## src/rtl/fa_pkg.sv

```systemverilog
// Shared constants and helpers for the fetch arbiter.
// Assumes a 32-bit byte address space.
package fa_pkg;
    localparam int ADDR_W = 32;
    typedef logic [ADDR_W-1:0] addr_t;
endpackage

```

## src/rtl/fa_eligibility.sv

```systemverilog
// Per-slot eligibility test and enqueue request generation.
// Assumes occupancy is an unsigned count and that all flags are registered upstream.
module fa_eligibility #(
    parameter int N         = 4,
    parameter int OCC_W     = 4,
    parameter int BUF_LIMIT = 4
) (
    input  logic [N-1:0]       running,
    input  logic [N*OCC_W-1:0] occ,
    input  logic [N-1:0]       branch,
    input  logic [N-1:0]       pending,
    input  logic [N-1:0]       queued,
    output logic [N-1:0]       push_vec
);
    logic [N-1:0] eligible;

    for (genvar g = 0; g < N; g++) begin : g_slot
        // Slot may fetch: running, room in buffer, no branch, nothing outstanding
        assign eligible[g] = running[g] && !branch[g] && !pending[g]
                             && (int'(occ[g*OCC_W +: OCC_W]) <= BUF_LIMIT);
        // Enqueue only slots not already waiting in the queue
        assign push_vec[g] = eligible[g] && !queued[g];
    end
endmodule

```

## src/rtl/fa_ready_queue.sv

```systemverilog
// FIFO of slot IDs with one pop and up to N pushes per cycle.
// Pushes in one cycle enter in ascending slot order after any pop.
// Assumes the caller never pushes a slot that is already held, so depth N cannot overflow.
module fa_ready_queue #(
    parameter int N     = 4,
    parameter int SID_W = 2,
    parameter int CNT_W = 3
) (
    input  logic             clk,
    input  logic             rst_n,
    input  logic [N-1:0]     push_vec,
    input  logic             pop,
    output logic [SID_W-1:0] head,
    output logic [CNT_W-1:0] count
);
    logic [SID_W-1:0] q     [N];
    logic [SID_W-1:0] q_nxt [N];
    logic [CNT_W-1:0] cnt_nxt;

    // Next queue contents: shift out the head on pop, then append new slots
    always_comb begin
        q_nxt   = q;
        cnt_nxt = count;
        if (pop && count != '0) begin
            for (int i = 0; i < N - 1; i++) q_nxt[i] = q[i+1];
            q_nxt[N-1] = '0;
            cnt_nxt    = count - CNT_W'(1);
        end
        for (int j = 0; j < N; j++) begin
            if (push_vec[j]) begin
                if (int'(cnt_nxt) < N) q_nxt[cnt_nxt[SID_W-1:0]] = SID_W'(j);
                cnt_nxt = cnt_nxt + CNT_W'(1);
            end
        end
    end

    // Queue storage and occupancy registers
    always_ff @(posedge clk) begin
        if (!rst_n) begin
            for (int i = 0; i < N; i++) q[i] <= '0;
            count <= '0;
        end else begin
            q     <= q_nxt;
            count <= cnt_nxt;
        end
    end

    assign head = q[0];
endmodule

```

## src/rtl/fa_req_builder.sv

```systemverilog
// Builds the fetch address and line-bounded length for the selected slot.
// Assumes LINE_BYTES is a power of two; the address wraps modulo 2^32.
module fa_req_builder
    import fa_pkg::*;
#(
    parameter int N          = 4,
    parameter int SID_W      = 2,
    parameter int BYTES_W    = 8,
    parameter int LINE_BYTES = 64,
    localparam int LINE_LOG  = $clog2(LINE_BYTES),
    localparam int LEN_W     = LINE_LOG + 1
) (
    input  logic [SID_W-1:0]     sel,
    input  logic [N*ADDR_W-1:0]  base,
    input  logic [N*ADDR_W-1:0]  pc,
    input  logic [N*BYTES_W-1:0] buf_bytes,
    output addr_t                addr,
    output logic [LEN_W-1:0]     len
);
    logic [LINE_LOG-1:0] offset;

    // Address skips the instructions already buffered for this slot
    always_comb begin
        addr = base[int'(sel)*ADDR_W +: ADDR_W] + pc[int'(sel)*ADDR_W +: ADDR_W]
             + ADDR_W'(buf_bytes[int'(sel)*BYTES_W +: BYTES_W]);
    end

    assign offset = addr[LINE_LOG-1:0];

    // Length runs to the end of the current line
    always_comb begin
        if (offset == '0) len = LEN_W'(LINE_BYTES);
        else              len = LEN_W'(LINE_BYTES) - LEN_W'(offset);
    end
endmodule

```

## src/rtl/wf_fetch_arbiter.sv

```systemverilog
// Top of the wavefront fetch arbiter. Queues eligible slots oldest-first,
// selects one whenever the output register is free, tracks pending fetches
// per slot, and holds a refused request until the downstream accepts it.
// Assumes ret_slot names a slot with a fetch pending when ret_valid is 1.
module wf_fetch_arbiter
    import fa_pkg::*;
#(
    parameter int N          = 4,
    parameter int OCC_W      = 4,
    parameter int BUF_LIMIT  = 4,
    parameter int BYTES_W    = 8,
    parameter int LINE_BYTES = 64,
    localparam int SID_W     = (N > 1) ? $clog2(N) : 1,
    localparam int CNT_W     = $clog2(N + 1),
    localparam int LEN_W     = $clog2(LINE_BYTES) + 1
) (
    input  logic                 clk,
    input  logic                 rst_n,
    input  logic [N-1:0]         slot_running,
    input  logic [N*OCC_W-1:0]   slot_occ,
    input  logic [N-1:0]         slot_branch,
    input  logic [N*32-1:0]      slot_pc,
    input  logic [N*32-1:0]      slot_base,
    input  logic [N*BYTES_W-1:0] slot_buf_bytes,
    input  logic                 ret_valid,
    input  logic [SID_W-1:0]     ret_slot,
    output logic                 req_valid,
    input  logic                 req_ready,
    output logic [SID_W-1:0]     req_slot,
    output logic [31:0]          req_addr,
    output logic [LEN_W-1:0]     req_len
);
    logic [N-1:0]     pending, queued, push_vec, sel_mask, ret_mask;
    logic [SID_W-1:0] head;
    logic [CNT_W-1:0] q_count;
    logic             pop;
    addr_t            nxt_addr;
    logic [LEN_W-1:0] nxt_len;

    fa_eligibility #(.N(N), .OCC_W(OCC_W), .BUF_LIMIT(BUF_LIMIT)) u_elig (
        .running (slot_running),
        .occ     (slot_occ),
        .branch  (slot_branch),
        .pending (pending),
        .queued  (queued),
        .push_vec(push_vec)
    );

    fa_ready_queue #(.N(N), .SID_W(SID_W), .CNT_W(CNT_W)) u_queue (
        .clk     (clk),
        .rst_n   (rst_n),
        .push_vec(push_vec),
        .pop     (pop),
        .head    (head),
        .count   (q_count)
    );

    fa_req_builder #(.N(N), .SID_W(SID_W), .BYTES_W(BYTES_W),
                     .LINE_BYTES(LINE_BYTES)) u_build (
        .sel      (head),
        .base     (slot_base),
        .pc       (slot_pc),
        .buf_bytes(slot_buf_bytes),
        .addr     (nxt_addr),
        .len      (nxt_len)
    );

    // Select the queue head whenever the output register is empty or draining
    assign pop      = (q_count != '0) && (!req_valid || req_ready);
    assign sel_mask = pop ? (N'(1) << head) : '0;
    assign ret_mask = ret_valid ? (N'(1) << ret_slot) : '0;

    // Per-slot pending and queued flags
    always_ff @(posedge clk) begin
        if (!rst_n) begin
            pending <= '0;
            queued  <= '0;
        end else begin
            pending <= (pending & ~ret_mask) | sel_mask;
            queued  <= (queued | push_vec) & ~sel_mask;
        end
    end

    // Output request register: load on selection, hold while refused
    always_ff @(posedge clk) begin
        if (!rst_n) begin
            req_valid <= 1'b0;
            req_slot  <= '0;
            req_addr  <= '0;
            req_len   <= '0;
        end else if (pop) begin
            req_valid <= 1'b1;
            req_slot  <= head;
            req_addr  <= nxt_addr;
            req_len   <= nxt_len;
        end else if (req_ready) begin
            req_valid <= 1'b0;
        end
    end
endmodule

```

## config.mk

```make
export PLATFORM = sky130hd
export DESIGN_NAME = wf_fetch_arbiter
export DESIGN_NICKNAME = d
export VERILOG_FILES = /design/src/rtl/fa_pkg.sv /design/src/rtl/fa_eligibility.sv /design/src/rtl/fa_ready_queue.sv /design/src/rtl/fa_req_builder.sv /design/src/rtl/wf_fetch_arbiter.sv
export SDC_FILE = /design/constraint.sdc
export NUM_CORES = 1
export LEC_CHECK = 0
export ABC_AREA = 1
export BUFFER_PORTS_ARGS = -buffer_cell sky130_fd_sc_hd__buf_2
export CAP_MARGIN = 20
export CORE_MARGIN = 2
export CORE_UTILIZATION = 35
export DETAILED_ROUTE_END_ITERATION = 12
export PLACE_DENSITY_LB_ADDON = 0.1
export SYNTH_ARGS = -nofsm -noshare
export SYNTH_HDL_FRONTEND = slang
export SYNTH_SLANG_ARGS = --single-unit
export TNS_END_PERCENT = 20
```

## constraint.sdc

```tcl
create_clock -name clk -period 4.47 [get_ports clk]
set_clock_uncertainty 0.05 [all_clocks]
set_input_delay 0.2235 -clock clk [delete_from_list [all_inputs] [get_ports clk]]
set_output_delay 0.2235 -clock clk [all_outputs]
set_load 0.02 [all_outputs]
```

==> results.md <==
* Htree depth at 3
* Area of the core at 20170 um^2
* CP Data Arrival Time at 4.13 ns
* CP endpoint kind: flip-flop
* Most frequent cells in the layout: 359 x buf_2, 252 x nand2_1, 111 x a22oi_1
* CP Max Fanout at 43
* Reg2Reg Setup Slack at 0.50 ns
* Critical R2R Capture: req_addr[13]
* Final Setup Violations at 0
* Post-synth EDFFs at 0
* Layout fillers at 2209
* Drt via density at 5.060
* Final ANT Viol Nets at 0
* Synth Flop Type: dfxtp_1
* Relative slew slack at 38.59%
* Number of setup buffers added after CTS at 0
* Synth-to-layout area growth at 33.55%
* Setup Total Neg Slack at 0 ns
* Initial antenna violation count at 8
* Hold Crit Endpoint: pending[1]
* Routed vias at 8683
* CTS Sinks at 61
* CTS tree: yes
* Hold Crit Start: ret_slot[1]
* Crit Path Category: reg -> reg
* Synth Area per Inst at 6.537 um^2
* Tot GR Track Use at 27.82%
* Crit-path max cell delay at 0.49 ns
* # hold bufs at CTS at 0
* # port buffers at 359
* CP Data Required Time at 4.64 ns
* Height of the die at 146.9 um
* Worst R2R Path Depth at 20
* RSZ-0062 raised after global routing: false
* Worst slew pin tran at 0.9190 ns
* Max Clk Rate at 0.2522 GHz
* CTS Buf Count at 9
* Root buffer cell: clkbuf_16
* Average routed wire per standard cell at 17.63 um
* Worst path cell trace: inv_2 > nand2_1 > inv_2 > a22oi_1 > nand2_1 > fa_1 > ha_1 > inv_1 > fa_1 > inv_1 > nand2_1 > o21ai_2 > nand2_1 > o211ai_1 > nand2_1 > nand2_1 > xnor2_1 > nand2_1 > o211ai_1 > inv_1
* Std-Cell Rows at 52
* Status: finished clean
* Initial DRT Pass Iterations at 8
* Kind of path behind the tightest hold check: in -> reg
* RR Startpoint: u_queue.head[0]
* Min-Delay Path Depth at 3
* Post-CTS sizing at 0
* Syn_nets at 1486
* Share of layout cells above drive strength 1 at 32.08%
* DRT iter0 DRCs at 534
* Post-synthesis sequential area ratio at 17.07%
* Global-route wire length before repair at 47.14 mm
* Final weighted congestion of routability-driven global placement at 0.9299
* Final Hold Vio Count at 0
* Period minus WS final at 3.966 ns
* Fin nets at 1824
* CP Launch Type: flip-flop
* Syn. warnings at 0
* Final wirelength at 30.26 mm
* Full die area at 21590 um^2
* Synthesized cell area at 7152 um^2
* Post-Syn Instances at 1094
* DP HPWL at 25.62 mm
* Maxcap violations at 0
* Synth Register Bits at 61
* Overflow after GRT at 0
* Unique masters post-synth at 48
* Initial core utilization at 35.46%
* Max stage delay cell, worst path: fa_1
* Largest net degree at the start of global routing at 71
* Chip Width at 146.9 um
* Drc violations at 0
* Number of global-route vias before repair at 8569
* Clk slew on worst S/H paths at 0.06 ns
* I/O pins at 360
* Fin. max-slew vios at 0
* Clock Tree Buf Depth at 2
* Final period util at 88.72%
* Commonest non-fill, non-tap cell in the layout: buf_2
* Async set-or-reset flop fraction in the synthesized netlist at 0%
* Skew-Pair Late Insertion Delay at 0.33 ns
* Cell mode on critical path: nand2_1
critical path, delay by kind of cell, from the launching register on:
| kind | cells | cell delay (ns) |
|---|---|---|
| compound gates | 4 | 0.81 |
| xor+xnor | 1 | 0.20 |
| fa+ha+maj | 3 | 1.05 |
| buf+inv | 5 | 0.56 |
| flops | 1 | 0.45 |
| simple gates | 7 | 0.68 |
layout make-up:
| cell class | count | area, um^2 | area share (%) |
|---|---|---|---|
| diodes | 9 | 22.52 | 0.2358 |
| well taps | 270 | 337.8 | 3.537 |
| multi-input cells | 877 | 5338 | 55.88 |
| clock inverters | 7 | 58.81 | 0.6157 |
| repair buffers | 372 | 1932 | 20.23 |
| inverters | 111 | 416.7 | 4.362 |
| clock buffers | 9 | 225.2 | 2.358 |
| flip-flops and latches | 61 | 1221 | 12.78 |
state kept, by name, summed over array words and instances (netlist names):
register       count
req_len            7
req_addr          32
queued             4
u_queue.q          6
u_queue.count      3
req_slot           2
req_valid          1
u_queue.head       2
pending            4
per-layer routing:
layer | global-route usage (%) | vias to the layer above | routed length [um]
met2 | 48.31 | 322 | 14340
met5 | 0 | - | 17
met3 | 5.031 | 45 | 1943
met1 | 35.14 | 3894 | 13150
met4 | 8.558 | 2 | 800
li1 | - | 4420 | -
logic make-up after synthesis:
family / count (synthesis) / synth area share, %
and+or+nand+nor: 518 / 34.29
AOI/OAI and AO/OA: 266 / 23.99
buffers and inverters: 156 / 8.432
adders and majority gates: 74 / 13.89
DFF: 61 / 17.07
xor gates and xnor gates: 19 / 2.327
per-stage QoR:
stage               std cells  setup WS (ns)  hold WS, ns  util (%)  instance area, um^2
floorplan                1094          1.206       0.3119         -                 7152
global route             1712         0.1927       0.1909     47.31                 9542
detailed placement       1691         0.4897       0.4041     45.84                 9245
CTS                      1707         0.4580       0.1605     47.25                 9529
finish                   1716         0.5043       0.1660     47.36                 9552
global placement         1691         0.4738       0.4031     45.84                 9245
worst max path at each step:
stage,from,end,cells past startpoint
after CTS,u_queue.head[1],req_addr[14],15
after floorplan,u_queue.head[1],req_addr[29],21
after global routing,u_queue.head[1],req_addr[13],16
final,u_queue.head[0],req_addr[13],20
after global placement,u_queue.head[1],req_addr[14],14
after detailed placement,u_queue.head[1],req_addr[14],15
synthesized netlist by cell type (all sizes together), types with 8 or more instances:
library cell	instances	area share, %
clkbuf	36	1.9
nand3	75	6.3
nor3	17	1.3
inv	110	5.8
nand2	286	17
xor2	11	1.3
ha	65	11
xnor2	8	0.98
a22oi	111	12
o21ai	52	3.8
buf	9	0.72
fa	9	2.5
nor2	117	6.9
dfxtp	61	17
nand4	9	0.79
a21oi	77	5.7
Power is not shown: default switching activity piles up to over one toggle a cycle in this logic, so the estimate is an artifact.
